===== src/rtl/irq_sel_pkg.sv =====
package irq_sel_pkg;
  typedef enum logic [1:0] {
    PRIV_U   = 2'd0,
    PRIV_S   = 2'd1,
    PRIV_RSV = 2'd2,
    PRIV_M   = 2'd3
  } priv_e;
endpackage


===== src/rtl/irq_gate.sv =====
module irq_gate
  import irq_sel_pkg::*;
#(
  parameter int N_IRQ = 32
) (
  input  logic             clk_i,
  input  logic             rst_ni,
  input  logic [N_IRQ-1:0] pend_i,
  input  logic [N_IRQ-1:0] en_i,
  input  logic [N_IRQ-1:0] deleg_i,
  input  priv_e            priv_i,
  input  logic             m_gie_i,
  input  logic             s_gie_i,
  output logic [N_IRQ-1:0] surv_o
);
  logic             m_open, s_open;
  logic [N_IRQ-1:0] cand;

  // encoding 2 folds onto user
  always_comb begin
    unique case (priv_i)
      PRIV_M:  begin m_open = m_gie_i; s_open = 1'b0;    end
      PRIV_S:  begin m_open = 1'b1;    s_open = s_gie_i; end
      default: begin m_open = 1'b1;    s_open = 1'b1;    end
    endcase
  end

  assign cand = pend_i & en_i;

  for (genvar g = 0; g < N_IRQ; g++) begin : g_bit
    assign surv_o[g] = cand[g] & (deleg_i[g] ? s_open : m_open);
  end

  a_r2_disabled_blocked: assert property (@(posedge clk_i) disable iff (!rst_ni)
    (surv_o & ~en_i) == '0);
  a_r3_m_gate_closed: assert property (@(posedge clk_i) disable iff (!rst_ni)
    (priv_i == PRIV_M && !m_gie_i) |-> (surv_o & ~deleg_i) == '0);
  a_r4_s_gate_closed: assert property (@(posedge clk_i) disable iff (!rst_ni)
    (priv_i == PRIV_S && !s_gie_i) |-> (surv_o & deleg_i) == '0);
  a_r5_m_blocks_deleg: assert property (@(posedge clk_i) disable iff (!rst_ni)
    (priv_i == PRIV_M) |-> (surv_o & deleg_i) == '0);
  a_r9_rsv_as_user: assert property (@(posedge clk_i) disable iff (!rst_ni)
    (priv_i == PRIV_RSV) |-> surv_o == (pend_i & en_i));
endmodule


===== src/rtl/irq_pick.sv =====
module irq_pick #(
  parameter int N_IRQ = 32,
  localparam int IDX_W = $clog2(N_IRQ)
) (
  input  logic             clk_i,
  input  logic             rst_ni,
  input  logic [N_IRQ-1:0] vec_i,
  output logic             any_o,
  output logic [IDX_W-1:0] idx_o
);
  // descending scan: last hit is the lowest set bit
  always_comb begin
    any_o = 1'b0;
    idx_o = '0;
    for (int i = N_IRQ - 1; i >= 0; i--) begin
      if (vec_i[i]) begin
        any_o = 1'b1;
        idx_o = IDX_W'(i);
      end
    end
  end

  a_r6_pick_is_set: assert property (@(posedge clk_i) disable iff (!rst_ni)
    any_o |-> vec_i[idx_o]);
  a_r6_pick_is_lowest: assert property (@(posedge clk_i) disable iff (!rst_ni)
    any_o |-> (vec_i & ((N_IRQ'(1) << idx_o) - N_IRQ'(1))) == '0);
  a_r7_none_empty: assert property (@(posedge clk_i) disable iff (!rst_ni)
    !any_o |-> (vec_i == '0 && idx_o == '0));
endmodule


===== src/rtl/irq_sel_top.sv =====
module irq_sel_top
  import irq_sel_pkg::*;
#(
  parameter int N_IRQ   = 32,
  parameter int CAUSE_W = 32,
  localparam int IDX_W  = $clog2(N_IRQ)
) (
  input  logic               clk_i,
  input  logic               rst_ni,
  input  logic [N_IRQ-1:0]   pend_i,
  input  logic [N_IRQ-1:0]   en_i,
  input  logic [N_IRQ-1:0]   deleg_i,
  input  logic [1:0]         priv_i,
  input  logic               m_gie_i,
  input  logic               s_gie_i,
  output logic               valid_o,
  output logic [IDX_W-1:0]   idx_o,
  output logic [CAUSE_W-1:0] cause_o
);
  localparam int PAD_W = CAUSE_W - 1 - IDX_W;

  logic [N_IRQ-1:0] surv;
  logic             any_c;
  logic [IDX_W-1:0] idx_c;

  irq_gate #(.N_IRQ(N_IRQ)) u_gate (
    .clk_i   (clk_i),
    .rst_ni  (rst_ni),
    .pend_i  (pend_i),
    .en_i    (en_i),
    .deleg_i (deleg_i),
    .priv_i  (priv_e'(priv_i)),
    .m_gie_i (m_gie_i),
    .s_gie_i (s_gie_i),
    .surv_o  (surv)
  );

  irq_pick #(.N_IRQ(N_IRQ)) u_pick (
    .clk_i  (clk_i),
    .rst_ni (rst_ni),
    .vec_i  (surv),
    .any_o  (any_c),
    .idx_o  (idx_c)
  );

  always_ff @(posedge clk_i or negedge rst_ni) begin
    if (!rst_ni) begin
      valid_o <= 1'b0;
      idx_o   <= '0;
      cause_o <= '0;
    end else begin
      valid_o <= any_c;
      idx_o   <= idx_c;
      cause_o <= any_c ? {1'b1, {PAD_W{1'b0}}, idx_c} : '0;
    end
  end

  a_r8_cause_form: assert property (@(posedge clk_i) disable iff (!rst_ni)
    valid_o |-> (cause_o[CAUSE_W-1] && cause_o[IDX_W-1:0] == idx_o &&
                 cause_o[CAUSE_W-2:IDX_W] == '0));
  a_r7_idle_zero: assert property (@(posedge clk_i) disable iff (!rst_ni)
    !valid_o |-> (idx_o == '0 && cause_o == '0));
  a_r10_latency_hit: assert property (@(posedge clk_i) disable iff (!rst_ni)
    any_c |=> (valid_o && idx_o == $past(idx_c)));
  a_r10_latency_miss: assert property (@(posedge clk_i) disable iff (!rst_ni)
    !any_c |=> !valid_o);
endmodule


===== config.mk =====
export PLATFORM = sky130hd
export DESIGN_NAME = irq_sel_top
export DESIGN_NICKNAME = d
export VERILOG_FILES = /design/src/rtl/irq_sel_pkg.sv /design/src/rtl/irq_gate.sv /design/src/rtl/irq_pick.sv /design/src/rtl/irq_sel_top.sv
export SDC_FILE = /design/constraint.sdc
export NUM_CORES = 1
export LEC_CHECK = 0
export BUFFER_PORTS_ARGS = -buffer_cell sky130_fd_sc_hd__buf_2
export CAP_MARGIN = 20
export CELL_PAD_IN_SITES_DETAIL_PLACEMENT = 2
export CELL_PAD_IN_SITES_GLOBAL_PLACEMENT = 2
export CORE_ASPECT_RATIO = 1.25
export CORE_MARGIN = 5
export CORE_UTILIZATION = 21
export DETAILED_ROUTE_END_ITERATION = 8
export HOLD_SLACK_MARGIN = 0.06
export PLACE_DENSITY = 0.95
export SYNTH_ARGS = -nofsm -noshare
export SYNTH_HDL_FRONTEND = slang
export SYNTH_SLANG_ARGS = --single-unit

===== constraint.sdc =====
create_clock -name clk_i -period 1.6 [get_ports clk_i]
set_clock_uncertainty 0.2 [all_clocks]
set_input_delay 0.16 -clock clk_i [delete_from_list [all_inputs] [get_ports clk_i]]
set_output_delay 0.16 -clock clk_i [all_outputs]
set_load 0.005 [all_outputs]

==> results by group, run 1 <==
Placement
  • # port buffers: 113
  • Pre-CTS WS: -0.753 ns
  • Placed Cells: ~550
  • GPL Wtd Cong: 0.901
  • Post-detail-place hpwl: 9130 microns
  • Dpl cell area: 2990 sq um

Synth
  • Synth top area share: 0.150
  • Syn. warnings: 0
  • Largest family of logic cells by synthesized area: compound AO/OA/AOI/OAI gates
  • Post-Synth Simple-Gate Area: 0.284
  • Post-synthesis adder-cell area fraction: 0
  • Syn Area/Cell: 7.00 sq um
  • Distinct cells, synth: 52
  • Post-synthesis sequential area ratio: 0.150
  • Asr flop ratio synth: 1.00
  • XOR/XNOR Fraction of Synth Area: 0
  • Post-synth top area cell: dfrtp_1
  • Mux cell area share after synthesis: 0
  • Ranking of synthesized cells by area: dfrtp_1 (15%), buf_4 (12%), nand2_1 (8.6%), a21oi_1 (7.3%), nand3_1 (4.9%)
  • Flops & latches, synth: 11
  • Post-synthesis compound-gate area fraction: 0.413
  • Post-synth EDFFs: 0
  • Top_reg_cell synth: dfrtp_1
  • Synth Cell Area: 1840 sq um
  • Synth Instances: about 260

Global route
  • Number of global-route vias before repair: about 3600
  • Total GRT Usage: 0.221
  • Initial antenna violation count: 0
  • Overflow after GRT: 0
  • Pin count of the biggest net entering global routing: 15
  • First-pass GRT wire length: about 19000 microns

Clocking
  • CTS root buffer: clkbuf_8
  • Clk buf depth: 2
  • CTS tree: done
  • CTS Sinks: 11
  • Clock Pin Slew Worst Setup and Hold Paths: 0.06 ns
  • CTS Buf Count: 3
  • CTS H-Tree Depth: 1

Cells and area
  • Ant. Diodes: 0
  • Post-Layout Cell Count: 570
  • Final-stage net count: roughly 550
  • Post-route cell area: 3410 sq um
  • Share of cells above drive strength 1: 0.540
  • Final Util: 0.397
  • Area grow syn2layout: 85.5%

STA
  • Hold Fails Final Rpt: 0
  • Max Slew Vio Count: 0
  • Setup WS post-layout: -0.501 ns
  • Fin Setup TNS: -3.81 ns
  • Final setup fails: 11
  • Slew HR: 0.673
  • Post-route minimum period: 2.10 ns
  • Fmax: 0.476 GHz
  • Worst Tran Pin Value: 0.485 ns
  • Final period utilization: 1.31
  • Unrepaired setup endpoints after global routing: true

Routing
  • Vias per Instance: around 5.5
  • Wire length per cell: 24.2 microns
  • DR DRC count: 0
  • Number of detailed-route iterations in the first pass: 4
  • Total wire length: 13800 microns
  • Initial DRC count: 180
  • Antenna Nets Post-Route: 0
  • Routed via count: 3114

Power and ir drop
  • Leakage power: 0.00163 uW
  • Peak supply drop: 0.209 mV
  • Pwr dens: between 500 and 600 nW/um^2

Floorplanning
  • Core area: approximately 8600 sq um
  • Die ar.: around 11000 sq um
  • Die H: 115 microns
  • I/O pin count: 140
  • Initial core utilization: 0.214
  • Number of cell rows: 38
  • Die Wd: 93.7 microns

Worst setup path
  • CP Max Fanout: 7
  • CP Class: in2reg
  • Crit end category: register
  • CP required: between 1.5 and 2 ns
  • Worst EP arrival: roughly 2 ns
  • Startpoint Class: primary input

Run status
  • Failing checks: negative setup slack
  • Status: complete, but fails checks

Run
  • Max cap viols: 0

Worst hold path
  • Worst hold path class: in2async
-- sequential cells by signal, summed over array words and instances (netlist names) --
signal,cells
idx_o,5
cause_o,6
-- report_power, final --
| part | switching (uW) | leakage, uW | internal (uW) |
|---|---|---|---|
| clock network | 111 | 0.0000228 | 175 |
| registers | 13.6 | 0.000136 | 318 |
| logic | 620 | 0.00148 | 498 |
| total | 744 | 0.00163 | 991 |
-- cell usage after synthesis, types with 2 or more instances --
cell	count
a2111oi_1	2
a211oi_1	4
a21o_1	3
a21oi_1	27
a311oi_1	7
a31oi_1	13
a41oi_1	3
and3_1	6
and3b_1	2
buf_2	6
buf_4	30
dfrtp_1	11
inv_1	3
nand2_1	42
nand3_1	18
nand3b_1	7
nor2_1	13
nor2b_1	3
nor3_1	2
nor3b_1	2
nor4_1	2
o211ai_1	2
o21a_1	4
o21ai_0	9
o221ai_1	4
o22a_1	4
o22ai_1	8
or3_1	2
-- cell type report --
class	count	area (sq um)
fillers	1022	5190
flip-flops and latches	11	275
repair buffers	193	1250
clock buffers	4	45.0
well taps	120	150
multi-input cells	239	1680
inverters	3	11.3
-- cell families (layout without fill, tap and decap cells) --
kind of cell           Yosys count  in the layout
DFF                             11             11
other                            1             26
and+or+nand+nor                105            107
AOI/OAI and AO/OA              106            106
buffers and inverters           40            200
-- layout by cell type, fill, tap and decap left out, drive strengths merged, types with 9 or more instances in the layout --
cell type  netlist  final
buf             37    192
nand2           43     43
a21oi           27     27
conb             1     26
nand3           18     18
a31oi           13     13
nor2            13     13
dfrtp           11     11
o21ai            9      9
-- metrics by stage --
step | power [uW] | hold WS, ns
after floorplan | 767 | -0.336
after global placement | 1150 | -0.166
after detailed placement | 1210 | -0.164
after CTS | 1550 | 0.137
after global routing | 1820 | 0.157
final | 1740 | 0.126
-- worst paths after layout --
check,from,end,slack (ns),cells past startpoint
max in group asynchronous,rst_ni,cause_o[3]$_DFF_PN0_,0.85,2
min in group clk_i,deleg_i[2],cause_o[2]$_DFF_PN0_,0.33,4
min,rst_ni,cause_o[1]$_DFF_PN0_,0.13,2
max,s_gie_i,cause_o[0]$_DFF_PN0_,-0.50,9
-- layer usage --
layer  share of wire  vias to the layer above  track usage
met3           0.066                       70       0.0546
met2            0.54                      185        0.417
met4           0.062                        0        0.132
li1                -                     1343            -
met1            0.33                     1516        0.213
met5               0                        -            0
-- critical path, stage by stage --
cell	delay, ns
buf_2	0.13
nand2b_4	0.11
buf_6	0.15
a31oi_1	0.14
o21ai_0	0.45
nand2_1	0.13
a21oi_1	0.32
a211oi_2	0.16
nor4_2	0.27
-- timing repair --
action,4_1_cts,5_1_grt
pin swaps,1,4
cloned,1,1
endpoints found under the hold margin,11,0
setup endpoints to repair,11,11
resized for setup,21,31
buffers inserted,3,9
hold buffers,1,0
(Power assumes the default switching activity.)
==> inputs of run 2 (changes only) <==
Settings changed: CORE_UTILIZATION 21 to 19, PLACE_DENSITY 0.95 to 0.88.
Clock period 1.6 ns to 2.1 ns, I/O delays scaled along.
==> run 2 against run 1 <==
Against the previous run: the flow now finishes without violations; largest cell class unchanged; global-route usage down 6.8 points; sequential power down 24%; flip-flop and latch count unchanged; routed wire length down 32%; critical path depth unchanged.
==> results by group, run 2 (synthesis gave the netlist of run 1 again) <==
Cells and area
  • Largest register by flop count: cause_o
  • Fill count: 1158 (+13%)
  • Commonest non-fill, non-tap cell in the layout: buf_2
  • Most frequent cells in the layout: buf_2 (113), nand2_1 (42), buf_4 (31)
  • Biggest regs: cause_o x6, idx_o x5
  • Final-stage net count: 506 (-8.5%)
  • Area grow syn2layout: 53.9%
  • Ant. Diodes: 0 (unchanged)
  • Share of cells above drive strength 1: 0.414 (-0.126)
  • Max FFs per register: 6 (unchanged)
  • Final Util: 0.296 (-0.100)
  • Post-Layout Cell Count: 529 (-7.2%)

Worst hold path
  • Worst hold path class: in2async

Global route
  • Total GRT Usage: 0.153 (-0.0685)
  • Overflow after GRT: 0 (unchanged)
  • First-pass GRT wire length: 14700 microns (-21%)
  • Pin count of the biggest net entering global routing: 15 (unchanged)
  • Number of global-route vias before repair: 2982 (-16%)
  • Initial antenna violation count: 0 (unchanged)

Worst setup path
  • CP required: 2.00 ns (+0.48 ns)
  • CP Max Fanout: 14 (+7)
  • Max incr delay on CP: 0.33 ns (-0.12 ns)
  • Critical-path top delay cell: a2111oi_4
  • Worst EP arrival: 1.91 ns (-0.11 ns)
  • CP Class: in2reg
  • Crit end category: register
  • Startpoint Class: primary input
  • Worst path cell trace: buf_2 -> and3b_1 -> buf_12 -> a311oi_2 -> a2111oi_2 -> a221oi_2 -> nand3_2 -> a2111oi_4 -> nor4_1

STA
  • Final period utilization: 0.954
  • Post-route minimum period: 2.00 ns
  • Fmax: approximately 0.5 GHz
  • Hold Fails Final Rpt: 0 (unchanged)
  • Final setup fails: 0 (-11)
  • Max Slew Vio Count: 0 (unchanged)
  • Unrepaired setup endpoints after global routing: true

Routing
  • Number of detailed-route iterations in the first pass: 6 (+2)
  • Initial DRC count: 84 (-53%)
  • Vias per Instance: 4.95 (-9.5%)
  • DR DRC count: 0 (unchanged)
  • Wire length per cell: 17.8 microns (-26%)
  • Routed via count: 2616 (-16%)
  • Total wire length: 9430 microns (-32%)
  • Antenna Nets Post-Route: 0 (unchanged)

Floorplanning
  • Die H: 120 microns (+4.7%)
  • Core area: 9560 sq um (+11%)
  • Initial core utilization: 0.193 (-0.0213)
  • Number of cell rows: 40 (+5.3%)
  • I/O pin count: 140 (unchanged)
  • Die ar.: 11800 sq um (+9.5%)
  • Die Wd: 98.0 microns (+4.6%)

Placement
  • GPL Wtd Cong: 0.920 (+2.1%)
  • Placed Cells: 524 (-4.9%)
  • Post-detail-place hpwl: 8270 microns (-9.4%)
  • # port buffers: 113 (unchanged)

Power and ir drop
  • Leakage power: 0.00137 uW (-16%)
  • Pwr dens: 427 nW/um^2 (-16%)
  • Peak supply drop: 0.199 mV (-4.7%)

Clocking
  • CTS Buf Count: 3 (unchanged)
  • Clock Pin Slew Worst Setup and Hold Paths: 0.04 ns (-0.02 ns)
  • Clk buf depth: 2 (unchanged)
  • CTS Sinks: 11 (unchanged)
  • CTS tree: done
  • CTS root buffer: clkbuf_16
  • CTS H-Tree Depth: 1 (unchanged)

Run
  • Max cap viols: 0 (unchanged)

Run status
  • Status: finished clean
run 2: changes by cell type in the layout (fill, tap and decap cells not counted), sizes merged:
cell    before  now
and2         2    1
buf        192  147
nand2b       3    2
run 2: layout make-up:
type                       count  area (sq um)  area share
clock buffer                   4          78.8      0.0278
timing repair buffer         148           868       0.307
sequential                    11           275      0.0972
multi-input combinational    237          1440       0.509
tap                          126           158      0.0557
inverter                       3          11.3     0.00398
run 2: where the power goes:
group          internal (uW)  switching [uW]
logic                    284             334
clock network            254            85.8
registers                243            10.2
total                    781             430
run 2: timing repair:
action | 4_1_cts | 5_1_grt
pin swaps | 0 | 2
setup endpoints to repair | 4 | 8
gates resized for setup | 3 | 8
setup buffers | 0 | 0
hold buffers | 1 | 0
endpoints found under the hold margin | 11 | 0
run 2: worst max path at each step:
stage                     startpoint                     to  depth (start not counted)
after detailed placement   priv_i[0]   cause_o[0]$_DFF_PN0_                          9
after global placement     priv_i[0]   cause_o[2]$_DFF_PN0_                          9
final                      priv_i[0]   cause_o[0]$_DFF_PN0_                          9
after CTS                  priv_i[1]   cause_o[0]$_DFF_PN0_                          9
after floorplan              m_gie_i  cause_o[31]$_DFF_PN0_                          7
after global routing       priv_i[1]   cause_o[0]$_DFF_PN0_                          8
run 2: through the flow:
step	worst slack [ns]	cell area, sq um	TNS (ns)	hold WS [ns]	power [uW]
5_1_grt	-0.0135	2830	-0.0148	0.213	1290
4_1_cts	0.00286	2790	0	0.186	1200
6_report	0.0956	2830	0	0.177	1210
2_1_floorplan	0.160	1930	0	-0.286	560
3_5_place_dp	-0.289	2680	-1.74	-0.114	849
3_3_place_gp	-0.160	2680	-0.828	-0.118	822
run 2: critical path: cells and delay by family:
kind                   cells  cell delay (ns)
AOI/OAI and AO/OA          4             0.94
and+or+nand+nor            3             0.45
buffers and inverters      2             0.28
run 2: routing by layer:
layer  part of all wire  vias up  routed length [microns]  global-route usage
li1                   -     1243                        -                   -
met4              0.018        0                      169              0.0320
met2               0.55       87                     5210               0.308
met3              0.054       18                      507              0.0337
met5                  0        -                        0                   0
met1               0.38     1268                     3540               0.158
==> inputs of run 3 (changes only) <==
Settings changed: CORE_MARGIN 5 to 1.
==> run 3 against run 2 <==
Against the previous run: sequential share of layout area rose by 0.074 points; flip-flop and latch count did not move; non-clock buffer count fell by 4; first-iteration DRC count fell by 13%; largest cell class unchanged.
==> results by group, run 3 (synthesis gave the netlist of run 1 again) <==
Run status
  • Status: finished clean

Floorplanning
  • Core area: 9270 sq um (-3.0%)
  • Number of cell rows: 39 (-2.5%)
  • Die Wd: 90.0 microns (-8.2%)
  • Initial core utilization: 0.199 (+0.00598)
  • I/O pin count: 140 (unchanged)
  • Die H: 112 microns (-6.7%)
  • Die ar.: 10100 sq um (-14%)

Global route
  • Number of global-route vias before repair: 2819 (-5.5%)
  • Overflow after GRT: 0 (unchanged)
  • Pin count of the biggest net entering global routing: 15 (unchanged)
  • Initial antenna violation count: 0 (unchanged)
  • Total GRT Usage: 0.169 (+0.0157)
  • First-pass GRT wire length: 13900 microns (-5.9%)

Power and ir drop
  • Pwr dens: 427 nW/um^2 (-0.12%)
  • Design Power: 1200 uW (-0.87%)
  • Leakage power: 0.00135 uW (-1.6%)
  • Peak supply drop: 0.252 mV (+27%)

Worst setup path
  • Most used cell, CP: buf_4
  • Number of cells on the critical path: 10 (+1)
  • Crit end category: register
  • CP Class: in2reg
  • Worst EP arrival: 1.92 ns (about the same)
  • Crit path to: idx_o[1]$_DFF_PN0_
  • Startpoint Class: primary input
  • Buf+Inv Stages, Crit Path: 5 (+3)
  • CP Max Fanout: 13 (-1)
  • Critical-path top delay cell: a311oi_4
  • CP required: 2.00 ns (about the same)
  • Cell family with most CP delay: buffers and inverters
  • Max incr delay on CP: 0.31 ns (-0.02 ns)
  • Worst setup path start: priv_i[0]
  • Worst path cell trace: buf_4 -> and3b_2 -> buf_12 -> buf_6 -> a311oi_4 -> nor2_2 -> buf_4 -> a311oi_2 -> buf_4 -> o22ai_1

Routing
  • Top Layer Used: met4
  • Routed met2 length: 4820 microns (-7.4%)
  • Total wire length: 8780 microns (-6.8%)
  • Antenna Nets Post-Route: 0 (unchanged)
  • Number of detailed-route iterations in the first pass: 4 (-2)
  • DR DRC count: 0 (unchanged)
  • Initial DRC count: 73 (-13%)
  • WL met1: 3460 microns (-2.3%)
  • Vias per Instance: 4.97 (+0.57%)
  • Wire length per cell: 16.8 microns (-5.6%)
  • Routed via count: 2596 (-0.76%)
  • Met3 WL: 389 microns (-23%)

Placement
  • # port buffers: 113 (unchanged)
  • Dpl cell area: 2620 sq um (-2.5%)
  • Post-detail-place hpwl: 7540 microns (-8.9%)
  • GPL Wtd Cong: 0.839 (-8.8%)

Clocking
  • CTS root buffer: clkbuf_16
  • CTS Sinks: 11 (unchanged)
  • Clock Pin Slew Worst Setup and Hold Paths: 0.04 ns (about the same)
  • CTS Buf Count: 3 (unchanged)
  • Clk buf depth: 2 (unchanged)
  • CTS H-Tree Depth: 1 (unchanged)
  • CTS tree: done

Worst hold path
  • Worst hold path class: in2async

STA
  • Fmax: 0.495 GHz (-0.84%)
  • Hold Fails Final Rpt: 0 (unchanged)
  • Hold Slack: 0.175 ns (-0.00132 ns)
  • Fin Setup TNS: 0 ns (unchanged)
  • Post-route minimum period: 2.02 ns (+0.0169 ns)
  • Final period utilization: 0.963 (+0.00804)
  • Max Slew Vio Count: 0 (unchanged)
  • Final setup fails: 0 (unchanged)

Cells and area
  • Fill count: 1160 (+0.17%)
  • Ant. Diodes: 0 (unchanged)
  • Largest register by flop count: cause_o
  • Final-stage net count: 502 (-0.79%)
  • Commonest non-fill, non-tap cell in the layout: buf_2
  • Most frequent cells in the layout: buf_2 (112), nand2_1 (42), buf_4 (29)
  • Max FFs per register: 6 (unchanged)
  • Area grow syn2layout: 52.8%
  • Post-route cell area: 2810 sq um (-0.75%)
  • Share of cells above drive strength 1: 0.414 (-0.000858)
  • Final Util: 0.303 (+0.00690)
  • Biggest regs: cause_o x6, idx_o x5

Run
  • Max cap viols: 0 (unchanged)
==> run 3: cell types whose count changed in the layout (fill, tap and decap cells not counted), sizes merged <==
cell,change
buf,-4
==> run 3: worst min path at each step <==
stage / to / start / slack (ns) / cells after the start
after detailed placement: cause_o[1]$_DFF_PN0_ / rst_ni / -0.11 / 1
after global placement: cause_o[31]$_DFF_PN0_ / rst_ni / -0.12 / 1
after global routing: cause_o[2]$_DFF_PN0_ / rst_ni / 0.19 / 2
final: cause_o[2]$_DFF_PN0_ / rst_ni / 0.18 / 2
after CTS: cause_o[3]$_DFF_PN0_ / rst_ni / 0.18 / 2
after floorplan: cause_o[0]$_DFF_PN0_ / rst_ni / -0.29 / 0
==> run 3: through the flow <==
stage	setup WS [ns]	cells
final	0.0787	522
after global routing	-0.0326	522
after CTS	0.0165	521
after detailed placement	-0.298	516
after global placement	-0.0963	516
after floorplan	0.160	288
==> run 3: where the power goes <==
group	leakage, uW	switching, uW	internal, uW	total, uW
registers	0.000136	9.09	243	252
clock network	0.0000382	86.7	254	341
logic	0.00117	332	276	608
==> run 3: layer usage <==
layer / GRT usage / up-vias
li1: - / 1242
met1: 0.190 / 1257
met2: 0.345 / 89
met3: 0.0203 / 8
met4: 0.0129 / 0
met5: 0 / -
==> run 3: repair_timing <==
| item | 4_1_cts | 5_1_grt |
|---|---|---|
| pin swaps | 0 | 8 |
| buffers inserted | 0 | 1 |
| endpoints found under the hold margin | 11 | 0 |
| resized for setup | 1 | 17 |
| hold buffers | 1 | 0 |
| endpoints found under the setup margin | 2 | 7 |
==> run 3: layout make-up <==
class / instances / area [sq um] / area share
clock buffer: 4 / 78.8 / 0.0280
inverter: 3 / 11.3 / 0.00401
multi-input combinational: 237 / 1470 / 0.524
sequential: 11 / 275 / 0.0979
tap: 123 / 154 / 0.0547
timing repair buffer: 144 / 820 / 0.291
